--- config.mk ---
export PLATFORM = sky130hd
export DESIGN_NAME = gf16_key_inverter
export DESIGN_NICKNAME = d
export VERILOG_FILES = /design/src/rtl/gfi_pkg.sv /design/src/rtl/gfi_mul.sv /design/src/rtl/gfi_row_pick.sv /design/src/rtl/gfi_ctrl.sv /design/src/rtl/gf16_key_inverter.sv
export SDC_FILE = /design/constraint.sdc
export NUM_CORES = 1
export LEC_CHECK = 0
export BUFFER_PORTS_ARGS = -buffer_cell sky130_fd_sc_hd__buf_2
export CORE_AREA = 3 3 108 110
export DETAILED_ROUTE_END_ITERATION = 10
export DIE_AREA = 0 0 111 113
export GPL_TIMING_DRIVEN = 1
export PLACE_DENSITY = 0.68
export SYNTH_ARGS = -nofsm -noshare
export SYNTH_HDL_FRONTEND = slang
export SYNTH_HIERARCHICAL = 1
export SYNTH_SLANG_ARGS = --single-unit
export TNS_END_PERCENT = 10
--- constraint.sdc ---
create_clock -name clk -period 3.5 [get_ports clk]
set_input_delay 0.175 -clock clk [delete_from_list [all_inputs] [get_ports clk]]
set_output_delay 0.175 -clock clk [all_outputs]
set_load 0.02 [all_outputs]
--- src/rtl/gfi_pkg.sv ---
package gfi_pkg;

  typedef enum logic [2:0] {
    ST_IDLE,
    ST_DET0,
    ST_DET1,
    ST_EXPO,
    ST_SCALE
  } gfi_state_e;

  // Cycles from the accepting edge to the edge that raises done
  function automatic int gfi_latency(input int sym_w);
    return 2 * sym_w + 6;
  endfunction

endpackage

--- src/rtl/gfi_mul.sv ---
// Combinational GF(2^W) multiplier: one shift/add/reduce stage per bit of b
module gfi_mul #(
  parameter int              SYM_W = 4,
  parameter logic [SYM_W:0]  POLY  = 5'b10011
) (
  input  logic [SYM_W-1:0] a,
  input  logic [SYM_W-1:0] b,
  output logic [SYM_W-1:0] p
);

  localparam logic [SYM_W-1:0] RED = POLY[SYM_W-1:0];

  logic [SYM_W-1:0] acc [SYM_W+1];

  assign acc[0] = '0;

  for (genvar g = 0; g < SYM_W; g++) begin : g_stage
    logic [SYM_W:0] sh;
    assign sh = {acc[g], 1'b0} ^ {1'b0, (a & {SYM_W{b[SYM_W-1-g]}})};
    assign acc[g+1] = sh[SYM_W-1:0] ^ (RED & {SYM_W{sh[SYM_W]}});
  end

  assign p = acc[SYM_W];

endmodule

--- src/rtl/gfi_row_pick.sv ---
// Selects the two key rows, lower sink number first
module gfi_row_pick #(
  parameter int SYM_W     = 4,
  parameter int NUM_SINKS = 4,
  localparam int IDX_W    = $clog2(NUM_SINKS),
  localparam int KEY_W    = 2 * SYM_W
) (
  input  logic [NUM_SINKS*KEY_W-1:0] keys,
  input  logic [IDX_W-1:0]           sel_a,
  input  logic [IDX_W-1:0]           sel_b,
  output logic [SYM_W-1:0]           b00,
  output logic [SYM_W-1:0]           b01,
  output logic [SYM_W-1:0]           b10,
  output logic [SYM_W-1:0]           b11,
  output logic                       same
);

  logic [KEY_W-1:0] kv [NUM_SINKS];
  logic [IDX_W-1:0] lo_idx;
  logic [IDX_W-1:0] hi_idx;
  logic [KEY_W-1:0] row0;
  logic [KEY_W-1:0] row1;

  for (genvar g = 0; g < NUM_SINKS; g++) begin : g_slice
    assign kv[g] = keys[g*KEY_W +: KEY_W];
  end

  always_comb begin
    if (sel_a < sel_b) begin
      lo_idx = sel_a;
      hi_idx = sel_b;
    end else begin
      lo_idx = sel_b;
      hi_idx = sel_a;
    end
  end

  assign row0 = kv[lo_idx];
  assign row1 = kv[hi_idx];
  assign b00  = row0[SYM_W-1:0];
  assign b01  = row0[KEY_W-1:SYM_W];
  assign b10  = row1[SYM_W-1:0];
  assign b11  = row1[KEY_W-1:SYM_W];
  assign same = (sel_a == sel_b);

endmodule

--- src/rtl/gfi_ctrl.sv ---
// Sequencer: determinant, exponentiation, scaling
module gfi_ctrl #(
  parameter int  SYM_W = 4,
  localparam int CNT_W = $clog2(2 * SYM_W)
) (
  input  logic                  clk,
  input  logic                  rst_n,
  input  logic                  start,
  output gfi_pkg::gfi_state_e   state_o,
  output logic [CNT_W-1:0]      step_o,
  output logic                  load_o,
  output logic                  last_o,
  output logic                  busy_o
);

  import gfi_pkg::*;

  localparam logic [CNT_W-1:0] EXP_LAST = CNT_W'(2 * SYM_W - 1);
  localparam logic [CNT_W-1:0] SC_LAST  = CNT_W'(3);

  gfi_state_e       state_q, state_d;
  logic [CNT_W-1:0] step_q, step_d;

  always_comb begin
    state_d = state_q;
    step_d  = step_q;
    case (state_q)
      ST_IDLE: begin
        if (start) begin
          state_d = ST_DET0;
          step_d  = '0;
        end
      end
      ST_DET0: state_d = ST_DET1;
      ST_DET1: begin
        state_d = ST_EXPO;
        step_d  = '0;
      end
      ST_EXPO: begin
        if (step_q == EXP_LAST) begin
          state_d = ST_SCALE;
          step_d  = '0;
        end else begin
          step_d = step_q + 1'b1;
        end
      end
      ST_SCALE: begin
        if (step_q == SC_LAST) begin
          state_d = ST_IDLE;
          step_d  = '0;
        end else begin
          step_d = step_q + 1'b1;
        end
      end
      default: begin
        state_d = ST_IDLE;
        step_d  = '0;
      end
    endcase
  end

  always_ff @(posedge clk or negedge rst_n) begin
    if (!rst_n) begin
      state_q <= ST_IDLE;
      step_q  <= '0;
    end else begin
      state_q <= state_d;
      step_q  <= step_d;
    end
  end

  assign state_o = state_q;
  assign step_o  = step_q;
  assign load_o  = (state_q == ST_IDLE) && start;
  assign last_o  = (state_q == ST_SCALE) && (step_q == SC_LAST);
  assign busy_o  = (state_q != ST_IDLE);

endmodule

--- src/rtl/gf16_key_inverter.sv ---
// On-chip 2x2 recombination matrix inverter over GF(2^SYM_W)
module gf16_key_inverter #(
  parameter int              SYM_W     = 4,
  parameter int              NUM_SINKS = 4,
  parameter logic [SYM_W:0]  POLY      = 5'b10011,
  localparam int             IDX_W     = $clog2(NUM_SINKS),
  localparam int             KEY_W     = 2 * SYM_W
) (
  input  logic                       clk,
  input  logic                       rst_n,
  input  logic                       start,
  input  logic [NUM_SINKS*KEY_W-1:0] keys,
  input  logic [IDX_W-1:0]           sink_a,
  input  logic [IDX_W-1:0]           sink_b,
  output logic                       busy,
  output logic                       done,
  output logic                       singular,
  output logic [SYM_W-1:0]           t00,
  output logic [SYM_W-1:0]           t01,
  output logic [SYM_W-1:0]           t10,
  output logic [SYM_W-1:0]           t11
);

  import gfi_pkg::*;

  localparam int               CNT_W   = $clog2(2 * SYM_W);
  localparam logic [SYM_W-1:0] EXP_VAL = SYM_W'((1 << SYM_W) - 2);
  localparam logic [SYM_W-1:0] ONE     = SYM_W'(1);

  gfi_state_e       state;
  logic [CNT_W-1:0] step;
  logic             load;
  logic             last;

  logic [SYM_W-1:0] pk00, pk01, pk10, pk11;
  logic             pk_same;

  logic [SYM_W-1:0] op_a, op_b, prod, d_val;

  logic [SYM_W-1:0] m00_q, m01_q, m10_q, m11_q;
  logic [SYM_W-1:0] m00_d, m01_d, m10_d, m11_d;
  logic             same_q, same_d;
  logic [SYM_W-1:0] acc_q, acc_d;
  logic [SYM_W-1:0] r_q, r_d;
  logic [SYM_W-1:0] base_q, base_d;
  logic             sing_q, sing_d;
  logic [SYM_W-1:0] s0_q, s0_d, s1_q, s1_d, s2_q, s2_d;
  logic [SYM_W-1:0] t00_q, t00_d, t01_q, t01_d, t10_q, t10_d, t11_q, t11_d;
  logic             singular_q, singular_d;
  logic             done_q, done_d;

  gfi_ctrl #(.SYM_W(SYM_W)) u_ctrl (
    .clk     (clk),
    .rst_n   (rst_n),
    .start   (start),
    .state_o (state),
    .step_o  (step),
    .load_o  (load),
    .last_o  (last),
    .busy_o  (busy)
  );

  gfi_row_pick #(.SYM_W(SYM_W), .NUM_SINKS(NUM_SINKS)) u_pick (
    .keys  (keys),
    .sel_a (sink_a),
    .sel_b (sink_b),
    .b00   (pk00),
    .b01   (pk01),
    .b10   (pk10),
    .b11   (pk11),
    .same  (pk_same)
  );

  gfi_mul #(.SYM_W(SYM_W), .POLY(POLY)) u_mul (
    .a (op_a),
    .b (op_b),
    .p (prod)
  );

  // Operand steering for the shared multiplier
  always_comb begin
    op_a = '0;
    op_b = '0;
    case (state)
      ST_DET0: begin
        op_a = m00_q;
        op_b = m11_q;
      end
      ST_DET1: begin
        op_a = m01_q;
        op_b = m10_q;
      end
      ST_EXPO: begin
        if (!step[0]) begin
          op_a = r_q;
          op_b = base_q;
        end else begin
          op_a = base_q;
          op_b = base_q;
        end
      end
      ST_SCALE: begin
        op_a = r_q;
        case (step[1:0])
          2'd0:    op_b = m11_q;
          2'd1:    op_b = m01_q;
          2'd2:    op_b = m10_q;
          default: op_b = m00_q;
        endcase
      end
      default: ;
    endcase
  end

  assign d_val = acc_q ^ prod;

  // Next-state of the datapath
  always_comb begin
    m00_d      = m00_q;
    m01_d      = m01_q;
    m10_d      = m10_q;
    m11_d      = m11_q;
    same_d     = same_q;
    acc_d      = acc_q;
    r_d        = r_q;
    base_d     = base_q;
    sing_d     = sing_q;
    s0_d       = s0_q;
    s1_d       = s1_q;
    s2_d       = s2_q;
    t00_d      = t00_q;
    t01_d      = t01_q;
    t10_d      = t10_q;
    t11_d      = t11_q;
    singular_d = singular_q;
    done_d     = last;

    if (load) begin
      m00_d  = pk00;
      m01_d  = pk01;
      m10_d  = pk10;
      m11_d  = pk11;
      same_d = pk_same;
    end

    case (state)
      ST_DET0: acc_d = prod;
      ST_DET1: begin
        base_d = d_val;
        r_d    = ONE;
        sing_d = same_q | (d_val == '0);
      end
      ST_EXPO: begin
        if (!step[0]) begin
          if (EXP_VAL[step[CNT_W-1:1]]) r_d = prod;
        end else begin
          base_d = prod;
        end
      end
      ST_SCALE: begin
        if (last) begin
          singular_d = sing_q;
          if (sing_q) begin
            t00_d = '0;
            t01_d = '0;
            t10_d = '0;
            t11_d = '0;
          end else begin
            t00_d = s0_q;
            t01_d = s1_q;
            t10_d = s2_q;
            t11_d = prod;
          end
        end else begin
          case (step[1:0])
            2'd0:    s0_d = prod;
            2'd1:    s1_d = prod;
            default: s2_d = prod;
          endcase
        end
      end
      default: ;
    endcase
  end

  always_ff @(posedge clk or negedge rst_n) begin
    if (!rst_n) begin
      m00_q      <= '0;
      m01_q      <= '0;
      m10_q      <= '0;
      m11_q      <= '0;
      same_q     <= 1'b0;
      acc_q      <= '0;
      r_q        <= '0;
      base_q     <= '0;
      sing_q     <= 1'b0;
      s0_q       <= '0;
      s1_q       <= '0;
      s2_q       <= '0;
      t00_q      <= '0;
      t01_q      <= '0;
      t10_q      <= '0;
      t11_q      <= '0;
      singular_q <= 1'b0;
      done_q     <= 1'b0;
    end else begin
      m00_q      <= m00_d;
      m01_q      <= m01_d;
      m10_q      <= m10_d;
      m11_q      <= m11_d;
      same_q     <= same_d;
      acc_q      <= acc_d;
      r_q        <= r_d;
      base_q     <= base_d;
      sing_q     <= sing_d;
      s0_q       <= s0_d;
      s1_q       <= s1_d;
      s2_q       <= s2_d;
      t00_q      <= t00_d;
      t01_q      <= t01_d;
      t10_q      <= t10_d;
      t11_q      <= t11_d;
      singular_q <= singular_d;
      done_q     <= done_d;
    end
  end

  assign done     = done_q;
  assign singular = singular_q;
  assign t00      = t00_q;
  assign t01      = t01_q;
  assign t10      = t10_q;
  assign t11      = t11_q;

endmodule

==> results.json <==
{
  "cp_cell_sequence": "nor2b_1, a22oi_1, o211ai_1, nor2b_2, xnor2_1, mux2i_1, xnor2_1, xnor2_1, o22ai_1, a21o_1",
  "die_w_um": 111,
  "synthToLayoutAreaGrowth_pct": 15.4,
  "seqPwrFrac_pct": 27.6,
  "arrival_ps": 3290,
  "rr_startpoint": "u_ctrl/state_o[1]",
  "clockPowerShare_pct": 18.4,
  "clock_latency_ps": 350,
  "wl_per_cell_um": 14.9,
  "power_density_nw_per_um2": 871,
  "n_antenna_cell": 0,
  "ctsHtreeMaxLevel": 3,
  "vias": 3018,
  "rsz0062_at_grt": "false",
  "firstDrtPassIters": 4,
  "die_y_um": 113,
  "p_switching_uw": 1720,
  "syn-cell-area_um2": 4300,
  "pin_count": 58,
  "grt_max_degree": 50,
  "grt_usage_pct": 14.2,
  "max_stage_delay_ps": 550,
  "fin_crit_sh_pct": 87.1,
  "core_um2": 10800,
  "core.rowCount": 38,
  "synth_edf_count": 0,
  "drt_iter0_drc": 299,
  "grt_pass1_wl_um": 14800,
  "final_layout_size_suffix_gt1_share_pct": 37.5,
  "switching_share_pct": 39.7,
  "ys.warnings.count": 6,
  "grt_pass1_vias": 2976,
  "synth_nets": 420,
  "status": "finished clean",
  "dpl.cell_count": 555,
  "cts_buffer_depth": 2,
  "syn_inst": 374,
  "yosys.area.top_type": "dfrtp_1",
  "port_buffers": 57,
  "final_nets": 473,
  "cp_num_buf_inv": 0,
  "drv_slew": 0,
  "cts_setup_buffers": 0,
  "fmax_mhz": 328,
  "multiInputGateArea_um2": 2450,
  "dp_slack_ps": 353,
  "final.fill_count": 988,
  "required_ps": 3740,
  "worstSetupStartpointType": "flop",
  "cp-startpoint": "u_ctrl/state_o[1]",
  "cts_made_buffers": 9,
  "synth_ff_type": "dfrtp_1",
  "place_congestion": 0.853,
  "worst_pin_slew_ps": 665,
  "setup_tns_ps": 0,
  "clk_pin_slew_ps": 70,
  "finalHoldViolCount": 0,
  "cap_violations": 0,
  "ant_nets": 0,
  "p_int_uw": 2610,
  "initial_core_util_pct": 39.9,
  "seqCellArea_um2": 1650,
  "holdWs_ps": 240,
  "antenna_found_initial": 0,
  "crit_path_end": "base_q[3]",
  "fin_skew_ps": 5.76,
  "min_period_ps": 3050,
  "synth-seq-cells": 66,
  "overflow": 0,
  "slowest_stage": "dfrtp_1",
  "path_depth": 10,
  "viasPerCell": 5.28,
  "path_delay_family": "XOR/XNOR gates",
  "syn_avg_cell_area_um2": 11.5,
  "hpwlAfterDp_um": 6330,
  "r2r_slack_ps": 450,
  "root_buffer": "clkbuf_8",
  "critPathKind": "reg2reg",
  "regToRegEndpoint": "base_q[3]",
  "combPwrFrac_pct": 53.9,
  "setup_viol": 0,
  "final_util_pct": 46.0,
  "crit_path_frequent_cell": "xnor2_1",
  "slew_headroom_pct": 55.6,
  "synthTopCellsByArea": "dfrtp_1, mux2_2, mux4_2",
  "total_leakage_power_uw": 0.00219,
  "timing.final.ws_setup_ps": 453,
  "yosysSeqAreaShare_pct": 38.4,
  "cts_tree": "yes",
  "synthArstFlopShare_pct": 100,
  "instances_no_fill": 572,
  "drt_wl_total_um": 8520,
  "ff2ff_path_depth": 10,
  "end_kind": "flop",
  "cts.sinks": 66,
  "peakVddDrop_uv": 597,
  "cp_max_fo": 16,
  "synth_top_cell_area_share_pct": 38.4,
  "die-area_um2": 12500,
  "synth_cell_types": 51,
  "hp-class": "in2reg",
  "remaining_drc_errors": 0
}
[worst min-delay path: stages]
cell and delay, ps:
buf_2 100, nor2_1 50, a2bb2oi_1 120, nor2_1 90
[timing repair]
action,in CTS,in global routing
gates resized for setup,0,1
hold buffers,1,0
endpoints found under the setup margin,0,1
endpoints found under the hold margin,17,0
[metrics by stage]
stage	area [um2]	power, uW
finish	4970	4330
CTS	4960	4360
floorplan	4300	2930
global route	4970	4660
global placement	4700	3510
detailed placement	4700	3560
[layout make-up]
| cell class | count | share of cell area, % |
|---|---|---|
| multi-input cells | 266 | 49.4 |
| flip-flops and latches | 66 | 33.2 |
| repair buffers | 70 | 7.76 |
| well taps | 140 | 3.53 |
| clock buffers | 10 | 2.77 |
| clock inverters | 6 | 2.27 |
| inverters | 14 | 1.06 |
[worst min-delay path by stage]
stage,start,end,cells past startpoint
finish,start,u_ctrl/state_o[0],4
global route,start,u_ctrl/step_o[2],4
CTS,start,u_ctrl/step_o[2],4
detailed placement,rst_n,t00[0],1
global placement,rst_n,t00[2],1
floorplan,rst_n,acc_q[0],0
[cell usage in the layout, fill, tap and decap left out, drive strengths merged, types with 3 or more instances in the layout]
| cell type | Yosys | routed |
|---|---|---|
| nand2b | 17 | 17 |
| inv | 14 | 15 |
| dfrtp | 66 | 66 |
| mux2i | 7 | 7 |
| mux4 | 28 | 28 |
| clkbuf | 13 | 10 |
| o21ai | 27 | 27 |
| buf | 15 | 69 |
| nand4b | 4 | 4 |
| nor2b | 5 | 5 |
| xor2 | 3 | 3 |
| a22oi | 9 | 9 |
| xnor2 | 15 | 15 |
| mux2 | 47 | 47 |
| bufinv | 0 | 3 |
| and2b | 3 | 3 |
| o22ai | 4 | 4 |
| ha | 7 | 7 |
| nor2 | 10 | 10 |
| a21o | 4 | 4 |
| o21bai | 3 | 3 |
| nand3 | 4 | 4 |
| nand2 | 44 | 44 |
[synthesized netlist by cell type (2+ instances only)]
cell type,n
xor2_1,3
a2bb2oi_1,2
buf_6,3
nand4b_1,4
nor2b_1,4
ha_1,7
buf_2,8
a21oi_1,2
nand2_1,44
and3b_1,2
mux2i_1,6
mux2_2,47
xnor2_1,14
buf_4,4
dfrtp_1,66
mux4_2,20
and2b_2,2
a22oi_1,9
o22ai_1,4
mux4_1,8
clkbuf_1,13
nand2b_1,17
nor2_1,9
o21bai_1,3
nand3_1,4
o2bb2ai_1,2
inv_1,14
o211ai_1,2
o21ai_0,26
a21o_1,4
[state kept, by name, indices dropped and copies added, names as in the netlist]
name            flops
done                1
base_q              4
singular            1
t00                 4
m01_q               4
sing_q              1
s1_q                4
m11_q               4
s2_q                4
u_ctrl/step_o       3
u_ctrl/state_o      3
s0_q                4
t01                 4
m10_q               4
acc_q               4
r_q                 4
t11                 4
m00_q               4
t10                 4
same_q              1
[power groups by stage]
| stage | Clock (uW) | Sequential (uW) | Combinational [uW] |
|---|---|---|---|
| 2_1_floorplan | 0 | 1110 | 1830 |
| 3_3_place_gp | 0 | 1200 | 2310 |
| 3_5_place_dp | 0 | 1210 | 2350 |
| 4_1_cts | 816 | 1200 | 2350 |
| 5_1_grt | 853 | 1230 | 2570 |
| 6_report | 797 | 1200 | 2330 |
[logic make-up (layout without fill, tap and decap cells)]
family | Yosys count | in the layout | share of synthesized area, %
and+or+nand+nor | 97 | 97 | 12.2
buffers and inverters | 42 | 100 | 4.77
adders and majority gates | 7 | 7 | 2.03
AOI/OAI and AO/OA | 62 | 62 | 9.27
DFF | 66 | 66 | 38.4
muxes | 82 | 82 | 29.6
xor gates and xnor gates | 18 | 18 | 3.84
[per-layer routing]
metal	part of all wire, %	GRT usage, %
met4	1.8	4.76
met2	47	23.2
met1	45	18.6
met3	5.9	3.69
met5	0	0
Note: power is estimated with default switching activity, not from simulation.
